<file path="src/rtl/bpf_pkg.sv">
package bpf_pkg;

  localparam int DATA_W = 8;
  localparam int ADDR_W = 3;

  typedef enum logic [ADDR_W-1:0] {
    A_CTRL = 3'd0,
    A_PROT = 3'd1,
    A_STAT = 3'd2,
    A_BAL  = 3'd3,
    A_AOUT = 3'd4
  } reg_addr_e;

  // switch-control bit positions
  localparam int B_CHG   = 0;
  localparam int B_DSG   = 1;
  localparam int B_MON   = 2;
  localparam int B_SLEEP = 3;

  // protection register bit positions
  localparam int B_SC_KEEP = 6;
  localparam int B_OC_KEEP = 7;

  // status bit positions
  localparam int B_DOC = 0;
  localparam int B_SCD = 1;

  // overcurrent qualification length in ticks
  function automatic int oc_delay(input logic [1:0] code, input logic fast,
                                  input int slow_base, input int fast_base);
    int base;
    base = fast ? fast_base : slow_base;
    return base << code;
  endfunction

endpackage

</file>
<file path="src/rtl/bpf_qual.sv">
module bpf_qual #(
  parameter int SLOW_BASE = 320,
  parameter int FAST_BASE = 5
) (
  input  logic       clk,
  input  logic       rst_n,
  input  logic       flag_i,
  input  logic       tick_i,
  input  logic [1:0] code_i,
  input  logic       fast_i,
  output logic       hit_o
);
  localparam int MAXD = ((SLOW_BASE > FAST_BASE) ? SLOW_BASE : FAST_BASE) * 8;
  localparam int CW   = $clog2(MAXD + 1);

  logic [CW-1:0] cnt_q;
  logic          done_q;
  logic [CW:0]   delay_w;
  logic [CW:0]   next_w;

  assign delay_w = (CW+1)'(bpf_pkg::oc_delay(code_i, fast_i, SLOW_BASE, FAST_BASE));
  assign next_w  = {1'b0, cnt_q} + 1'b1;
  assign hit_o   = flag_i && tick_i && !done_q && (next_w >= delay_w);

  always_ff @(posedge clk or negedge rst_n) begin
    if (!rst_n) begin
      cnt_q  <= '0;
      done_q <= 1'b0;
    end else if (!flag_i) begin
      cnt_q  <= '0;
      done_q <= 1'b0;
    end else if (tick_i && !done_q) begin
      if (hit_o) done_q <= 1'b1;
      else       cnt_q  <= next_w[CW-1:0];
    end
  end

  // a qualified event only comes from a tick with the flag still high
  p_hit_on_tick_r3: assert property (@(posedge clk) disable iff (!rst_n)
    hit_o |-> (flag_i && tick_i));
  // a dropped flag always restarts the count
  p_restart_r3: assert property (@(posedge clk) disable iff (!rst_n)
    !flag_i |=> (cnt_q == '0) && !done_q);
  // one event per continuous assertion
  p_one_shot_r3: assert property (@(posedge clk) disable iff (!rst_n)
    hit_o |=> !hit_o);

endmodule

</file>
<file path="src/rtl/bpf_debounce.sv">
module bpf_debounce #(
  parameter int DEB = 4
) (
  input  logic clk,
  input  logic rst_n,
  input  logic flag_i,
  output logic hit_o
);
  localparam int CW = $clog2(DEB + 1);
  localparam logic [CW-1:0] LAST = CW'(DEB - 1);

  logic [CW-1:0] cnt_q;
  logic          done_q;

  assign hit_o = flag_i && !done_q && (cnt_q == LAST);

  always_ff @(posedge clk or negedge rst_n) begin
    if (!rst_n) begin
      cnt_q  <= '0;
      done_q <= 1'b0;
    end else if (!flag_i) begin
      cnt_q  <= '0;
      done_q <= 1'b0;
    end else if (!done_q) begin
      if (hit_o) done_q <= 1'b1;
      else       cnt_q  <= cnt_q + 1'b1;
    end
  end

  p_deb_one_shot_r5: assert property (@(posedge clk) disable iff (!rst_n)
    hit_o |=> !hit_o);
  p_deb_needs_flag_r5: assert property (@(posedge clk) disable iff (!rst_n)
    hit_o |-> flag_i);

endmodule

</file>
<file path="src/rtl/bpf_regs.sv">
module bpf_regs #(
  parameter int BAL_N  = 7,
  parameter int AOUT_W = 4
) (
  input  logic                        clk,
  input  logic                        rst_n,
  input  logic                        wr_en,
  input  logic [bpf_pkg::ADDR_W-1:0]  wr_addr,
  input  logic [bpf_pkg::DATA_W-1:0]  wr_data,
  input  logic [bpf_pkg::ADDR_W-1:0]  rd_addr,
  output logic [bpf_pkg::DATA_W-1:0]  rd_data,
  input  logic                        oc_hit,
  input  logic                        sc_hit,
  input  logic                        coc_hit,
  input  logic                        coc_keep,
  input  logic                        wake,
  output logic                        chg_en,
  output logic                        dsg_en,
  output logic                        mon_q,
  output logic                        sleep_q,
  output logic [bpf_pkg::DATA_W-1:0]  prot_q,
  output logic                        st_doc,
  output logic                        st_scd,
  output logic [BAL_N-1:0]            bal_q,
  output logic [AOUT_W-1:0]           aout_q
);
  import bpf_pkg::*;

  logic wr_ctrl, wr_prot, wr_stat, wr_bal, wr_aout;
  logic sleep_set, hold_off;
  logic dsg_kill, chg_kill;

  assign wr_ctrl = wr_en && (wr_addr == A_CTRL);
  assign wr_prot = wr_en && (wr_addr == A_PROT);
  assign wr_stat = wr_en && (wr_addr == A_STAT);
  assign wr_bal  = wr_en && (wr_addr == A_BAL);
  assign wr_aout = wr_en && (wr_addr == A_AOUT);

  assign sleep_set = wr_ctrl && wr_data[B_SLEEP];
  assign hold_off  = sleep_q || sleep_set;
  assign dsg_kill  = (oc_hit && !prot_q[B_OC_KEEP]) || (sc_hit && !prot_q[B_SC_KEEP]);
  assign chg_kill  = coc_hit && !coc_keep;

  always_ff @(posedge clk or negedge rst_n) begin
    if (!rst_n) begin
      chg_en  <= 1'b0;
      dsg_en  <= 1'b0;
      mon_q   <= 1'b0;
      sleep_q <= 1'b0;
      prot_q  <= '0;
      st_doc  <= 1'b0;
      st_scd  <= 1'b0;
      bal_q   <= '0;
      aout_q  <= '0;
    end else begin
      // switch enables: sleep, then faults, then host
      if (hold_off)      chg_en <= 1'b0;
      else if (chg_kill) chg_en <= 1'b0;
      else if (wr_ctrl)  chg_en <= wr_data[B_CHG];

      if (hold_off)      dsg_en <= 1'b0;
      else if (dsg_kill) dsg_en <= 1'b0;
      else if (wr_ctrl)  dsg_en <= wr_data[B_DSG];

      if (wr_ctrl) mon_q <= wr_data[B_MON];

      // sleep: set by host only, cleared by wake only
      if (sleep_set)  sleep_q <= 1'b1;
      else if (wake)  sleep_q <= 1'b0;

      if (wr_prot) prot_q <= wr_data;

      // latched status: set wins over write-one-to-clear
      if (oc_hit)                        st_doc <= 1'b1;
      else if (wr_stat && wr_data[B_DOC]) st_doc <= 1'b0;
      if (sc_hit)                        st_scd <= 1'b1;
      else if (wr_stat && wr_data[B_SCD]) st_scd <= 1'b0;

      if (hold_off)    bal_q <= '0;
      else if (wr_bal) bal_q <= wr_data[BAL_N-1:0];

      if (wr_aout) aout_q <= wr_data[AOUT_W-1:0];
    end
  end

  always_comb begin
    rd_data = '0;
    unique case (rd_addr)
      A_CTRL: begin
        rd_data[B_CHG]   = chg_en;
        rd_data[B_DSG]   = dsg_en;
        rd_data[B_MON]   = mon_q;
        rd_data[B_SLEEP] = sleep_q;
      end
      A_PROT: rd_data = prot_q;
      A_STAT: begin
        rd_data[B_DOC] = st_doc;
        rd_data[B_SCD] = st_scd;
      end
      A_BAL:  rd_data[BAL_N-1:0]  = bal_q;
      A_AOUT: rd_data[AOUT_W-1:0] = aout_q;
      default: rd_data = '0;
    endcase
  end

  p_doc_latch_r4: assert property (@(posedge clk) disable iff (!rst_n)
    oc_hit |=> st_doc);
  p_oc_kill_r4: assert property (@(posedge clk) disable iff (!rst_n)
    (oc_hit && !prot_q[B_OC_KEEP]) |=> !dsg_en);
  p_sc_kill_r5: assert property (@(posedge clk) disable iff (!rst_n)
    (sc_hit && !prot_q[B_SC_KEEP]) |=> (!dsg_en && st_scd));
  p_coc_kill_r6: assert property (@(posedge clk) disable iff (!rst_n)
    (coc_hit && !coc_keep) |=> !chg_en);
  p_doc_hold_r8: assert property (@(posedge clk) disable iff (!rst_n)
    (st_doc && !(wr_stat && wr_data[B_DOC])) |=> st_doc);
  p_sleep_entry_r9: assert property (@(posedge clk) disable iff (!rst_n)
    $rose(sleep_q) |-> (!chg_en && !dsg_en && (bal_q == '0) && $stable(aout_q)));
  p_asleep_off_r9: assert property (@(posedge clk) disable iff (!rst_n)
    sleep_q |=> (!chg_en && !dsg_en));
  p_wake_r10: assert property (@(posedge clk) disable iff (!rst_n)
    (sleep_q && wake && !sleep_set) |=> !sleep_q);

endmodule

</file>
<file path="src/rtl/bpf_ctrl.sv">
module bpf_ctrl #(
  parameter int SLOW_BASE = 320,
  parameter int FAST_BASE = 5,
  parameter int SC_DEB    = 4,
  parameter int BAL_N     = 7,
  parameter int AOUT_W    = 4
) (
  input  logic                       clk,
  input  logic                       rst_n,
  input  logic                       wr_en,
  input  logic [bpf_pkg::ADDR_W-1:0] wr_addr,
  input  logic [bpf_pkg::DATA_W-1:0] wr_data,
  input  logic [bpf_pkg::ADDR_W-1:0] rd_addr,
  output logic [bpf_pkg::DATA_W-1:0] rd_data,
  input  logic                       tick,
  input  logic                       fast_div,
  input  logic                       oc_flag,
  input  logic                       sc_flag,
  input  logic                       coc_flag,
  input  logic                       coc_keep,
  input  logic                       wake,
  output logic                       chg_fet,
  output logic                       dsg_fet,
  output logic                       mon_en,
  output logic                       fault_ind,
  output logic                       asleep,
  output logic [1:0]                 oc_thr,
  output logic [1:0]                 sc_thr,
  output logic [BAL_N-1:0]           bal_en,
  output logic [AOUT_W-1:0]          aout_sel
);
  logic oc_hit, sc_hit, coc_hit;
  logic chg_en, dsg_en, mon_q, sleep_q, st_doc, st_scd;
  logic [bpf_pkg::DATA_W-1:0] prot_q;

  bpf_qual #(.SLOW_BASE(SLOW_BASE), .FAST_BASE(FAST_BASE)) u_oc (
    .clk(clk), .rst_n(rst_n), .flag_i(oc_flag), .tick_i(tick),
    .code_i(prot_q[3:2]), .fast_i(fast_div), .hit_o(oc_hit));

  bpf_debounce #(.DEB(SC_DEB)) u_sc (
    .clk(clk), .rst_n(rst_n), .flag_i(sc_flag), .hit_o(sc_hit));

  bpf_debounce #(.DEB(SC_DEB)) u_coc (
    .clk(clk), .rst_n(rst_n), .flag_i(coc_flag), .hit_o(coc_hit));

  bpf_regs #(.BAL_N(BAL_N), .AOUT_W(AOUT_W)) u_regs (
    .clk(clk), .rst_n(rst_n), .wr_en(wr_en), .wr_addr(wr_addr),
    .wr_data(wr_data), .rd_addr(rd_addr), .rd_data(rd_data),
    .oc_hit(oc_hit), .sc_hit(sc_hit), .coc_hit(coc_hit),
    .coc_keep(coc_keep), .wake(wake),
    .chg_en(chg_en), .dsg_en(dsg_en), .mon_q(mon_q), .sleep_q(sleep_q),
    .prot_q(prot_q), .st_doc(st_doc), .st_scd(st_scd),
    .bal_q(bal_q_w), .aout_q(aout_sel));

  logic [BAL_N-1:0] bal_q_w;

  assign chg_fet   = chg_en && !sleep_q;
  assign dsg_fet   = dsg_en && !sleep_q;
  assign mon_en    = mon_q;
  assign asleep    = sleep_q;
  assign fault_ind = st_doc || st_scd;
  assign oc_thr    = prot_q[1:0];
  assign sc_thr    = prot_q[5:4];
  assign bal_en    = sleep_q ? '0 : bal_q_w;

  p_fet_dark_r9: assert property (@(posedge clk) disable iff (!rst_n)
    asleep |-> (!chg_fet && !dsg_fet && (bal_en == '0)));
  p_fault_ind_r7: assert property (@(posedge clk) disable iff (!rst_n)
    (sc_hit || oc_hit) |=> fault_ind);

endmodule

</file>
<file path="config.mk">
export PLATFORM = sky130hd
export DESIGN_NAME = bpf_ctrl
export DESIGN_NICKNAME = d
export VERILOG_FILES = /design/src/rtl/bpf_pkg.sv /design/src/rtl/bpf_qual.sv /design/src/rtl/bpf_debounce.sv /design/src/rtl/bpf_regs.sv /design/src/rtl/bpf_ctrl.sv
export SDC_FILE = /design/constraint.sdc
export NUM_CORES = 1
export LEC_CHECK = 0
export BUFFER_PORTS_ARGS = -buffer_cell sky130_fd_sc_hd__buf_2
export CAP_MARGIN = 5
export CORE_UTILIZATION = 25
export DETAILED_ROUTE_END_ITERATION = 10
export HOLD_SLACK_MARGIN = 0.03
export SYNTH_ARGS = -nofsm -noshare
export SYNTH_HDL_FRONTEND = slang
export SYNTH_SLANG_ARGS = --single-unit
</file>
<file path="constraint.sdc">
create_clock -name clk -period 5.4 [get_ports clk]
set_clock_uncertainty 0.15 [all_clocks]
set_input_delay 1.62 -clock clk [delete_from_list [all_inputs] [get_ports clk]]
set_output_delay 1.62 -clock clk [all_outputs]
set_load 0.05 [all_outputs]
</file>
==> flow_summary.ini <==
[layout]
layout_commonest_cell = buf_2
drive_gt1_frac = 0.231
num-nets-final = 378
num_antenna_cells = 0
syn2layout_area_growth_pct = 16.2
mostFrequentLayoutCells = buf_2, dfrtp_1, nand2_1, nor2_1, o21ai_0

[detailed_routing]
first_iter_violations = 168
drt_wl_total_um = 6720
drc = 0
drtPass1Iterations = 4
viasPerCell = 4.68
post_drt_wl_per_cell_um = 14.1
via_count = 2238
postRouteAntennaNets = 0

[synthesis]
yosysSeqAreaShare = 0.413
synth_seq_cells = 46
syn-num-nets = 332
yosysUniqueCellTypes = 45
synth_edf_count = 0
ys.flop_type = dfrtp_1
netlist_instances = 291
async_flop_share = 1.00
netlist_area_um2 = 2790
synth-warning-count = 0
postSynthAreaPerCell_um2 = 9.58

[clocking]
clk_latency_ns = 0.31
cts_setup_buffers = 0
h-tree-depth = 2
cts.path.max_buffers = 2
hold_buffers = 0
cts_resized = 0
cts.sinks = 46
cts_made_buffers = 5
clockRootBuffer = clkbuf_8
cts_tree = yes
clk_pin_slew_ns = 0.09

[worst_setup_path]
path_cells = buf_2 > mux2_2 > a22oi_1 > o22ai_1 > buf_2
worstSetupStartpoint = rd_addr[1]
critical_path_buf_inv_count = 2
crit_slowest_cell = mux2_2
crit_arrival_ns = 2.76
critPathTopFamily = buffers and inverters
reg2reg_from = u_oc.cnt_q[0]
path_common_cell = buf_2
critical_path.max_fanout = 14
startpoint_type = primary input
setup.worst_path.class = primary input to primary output
worstSetupEndpointType = primary output
cp_slowest_stage_delay_ns = 0.38
required_ns = 3.63

[global_routing]
grt_pass1_vias = 2226
use_met1 = 0.157
grt_pass1_wl_um = 10900
grt_overflow = 0
grt_use_met2 = 0.198
grt_use_met3 = 0.0333
grt_start_max_net_pins = 47
top_usage_layer = met2
antenna_found_initial = 1
track_usage = 0.124

[timing]
hold_viol = 0
final_max_slew_viol_count = 0
fin_tns_setup_ns = 0
tightestPinTransition_ns = 0.915
finalCriticalPeriod_ns = 4.53
rsz0062_at_grt = no
min_period_over_period = 0.839
fmax_ghz = 0.221
slew_headroom = 0.388
setup_viol = 0

[pwr]
static-leakage-power_uw = 0.00157
power_density_nw_per_um2 = 344
ir_drop_uv = 130
power_uw = 1110

[placed_design]
gp_congestion = 0.794
hpwl_um = 5120
portBuffers = 51

[floorplan]
die_area_um2 = 11600
pin_count = 52
die_w_um = 108
dieHeight_um = 108
core_area_um2 = 10800
initial_utilization = 0.257
rows = 38

[min_path]
hp-class = flop to flop
min_from = u_oc.done_q

[run]
maxCapViolCount = 0

[run_status]
status = completed
-- worst reg2reg max path, stage by stage, from the launching register on --
cell      delay (ns)
dfrtp_1         0.45
ha_1            0.31
and4_1          0.24
nand4_1         0.19
xnor2_1         0.18
ha_1            0.31
nand3_1         0.11
a211oi_1        0.06
a221oi_2        0.31
nand4b_2        0.43
or4_1           0.54
a21oi_1         0.15
-- power breakdown --
| group | switching (uW) | total [uW] | internal [uW] |
|---|---|---|---|
| clock | 123 | 214 | 91.5 |
| sequential | 63.7 | 477 | 414 |
| combinational | 276 | 422 | 146 |
-- final cells by class --
cell class,count,area (um2)
fillers,1128,7600
flip-flops and latches,46,1150
repair buffers,52,263
inverters,11,41.3
well taps,140,175
multi-input cells,221,1520
clock inverters,2,13.8
clock buffers,6,72.6
-- cell usage after synthesis (2+ instances only) --
cell type / number / area, um2
dfrtp_1: 46 / 1150
nand2_1: 29 / 109
nor2_1: 21 / 78.8
o21ai_0: 20 / 100
ha_1: 17 / 213
mux2i_1: 15 / 150
nor2b_1: 14 / 87.6
a21oi_1: 12 / 60.1
mux2_2: 12 / 135
inv_1: 11 / 41.3
nand3_1: 9 / 45.0
or3_1: 9 / 56.3
clkbuf_1: 8 / 30.0
xnor2_1: 8 / 70.1
xor2_1: 5 / 43.8
buf_4: 4 / 30.0
nand2b_1: 4 / 25.0
or2_2: 4 / 25.0
a21o_1: 3 / 22.5
nand3b_1: 3 / 22.5
nor3_1: 3 / 15.0
o22ai_1: 3 / 18.8
a211oi_1: 2 / 15.0
a21boi_0: 2 / 15.0
a311oi_1: 2 / 17.5
and2_1: 2 / 12.5
and3_1: 2 / 12.5
nand4_1: 2 / 12.5
o211a_1: 2 / 20.0
or4_1: 2 / 15.0
-- per-layer routing --
metal  vias to the layer above  share of wire
met4                         2          0.017
met3                         8          0.046
met1                      1075           0.46
met5                         -         0.0019
li1                       1113              -
met2                        40           0.48
-- registers in the layout (all words and copies together), names as in the netlist --
name	flops
u_oc.cnt_q	12
u_regs.prot_q	8
u_regs.bal_q	7
u_regs.aout_q	4
u_coc.cnt_q	3
u_sc.cnt_q	3
u_coc.done_q	1
u_oc.done_q	1
u_regs.chg_en	1
u_regs.dsg_en	1
u_regs.mon_q	1
u_regs.sleep_q	1
u_regs.st_doc	1
u_regs.st_scd	1
u_sc.done_q	1
-- cells by family (layout without fill, tap and decap cells) --
family                   count (synthesis)  in the layout  share of synthesized area
AO/OA/AOI/OAI                           56             56                      0.128
XOR/XNOR                                13             13                     0.0408
adder cells (fa/ha/maj)                 17             17                     0.0763
buffers and inverters                   24             71                     0.0404
flip-flops                              46             46                      0.413
multiplexers                            27             27                      0.102
AND/OR/NAND/NOR                        108            108                      0.199
-- final timing paths --
check,endpoint,cells after the start,slack [ns]
max,rd_data[0],5,0.87
min in group asynchronous,u_oc.done_q,2,1.23
max reg2reg,u_oc.cnt_q[11],11,1.89
min reg2reg,u_oc.done_q,1,0.33
min,u_oc.done_q,1,0.33
max in group asynchronous,u_regs.bal_q[4],2,3.45
-- per-stage QoR --
step / instances / cell area [um2] / worst slack [ns] / utilization / hold WS (ns)
2_1_floorplan: 291 / 2790 / 0.420 / - / 0.295
3_3_place_gp: 470 / 3150 / 0.888 / 0.291 / 0.305
3_5_place_dp: 470 / 3150 / 0.877 / 0.291 / 0.310
4_1_cts: 478 / 3240 / 0.872 / 0.299 / 0.331
5_1_grt: 478 / 3240 / 0.775 / 0.299 / 0.371
6_report: 478 / 3240 / 0.868 / 0.299 / 0.329
Note: power is estimated with default switching activity, not from simulation.
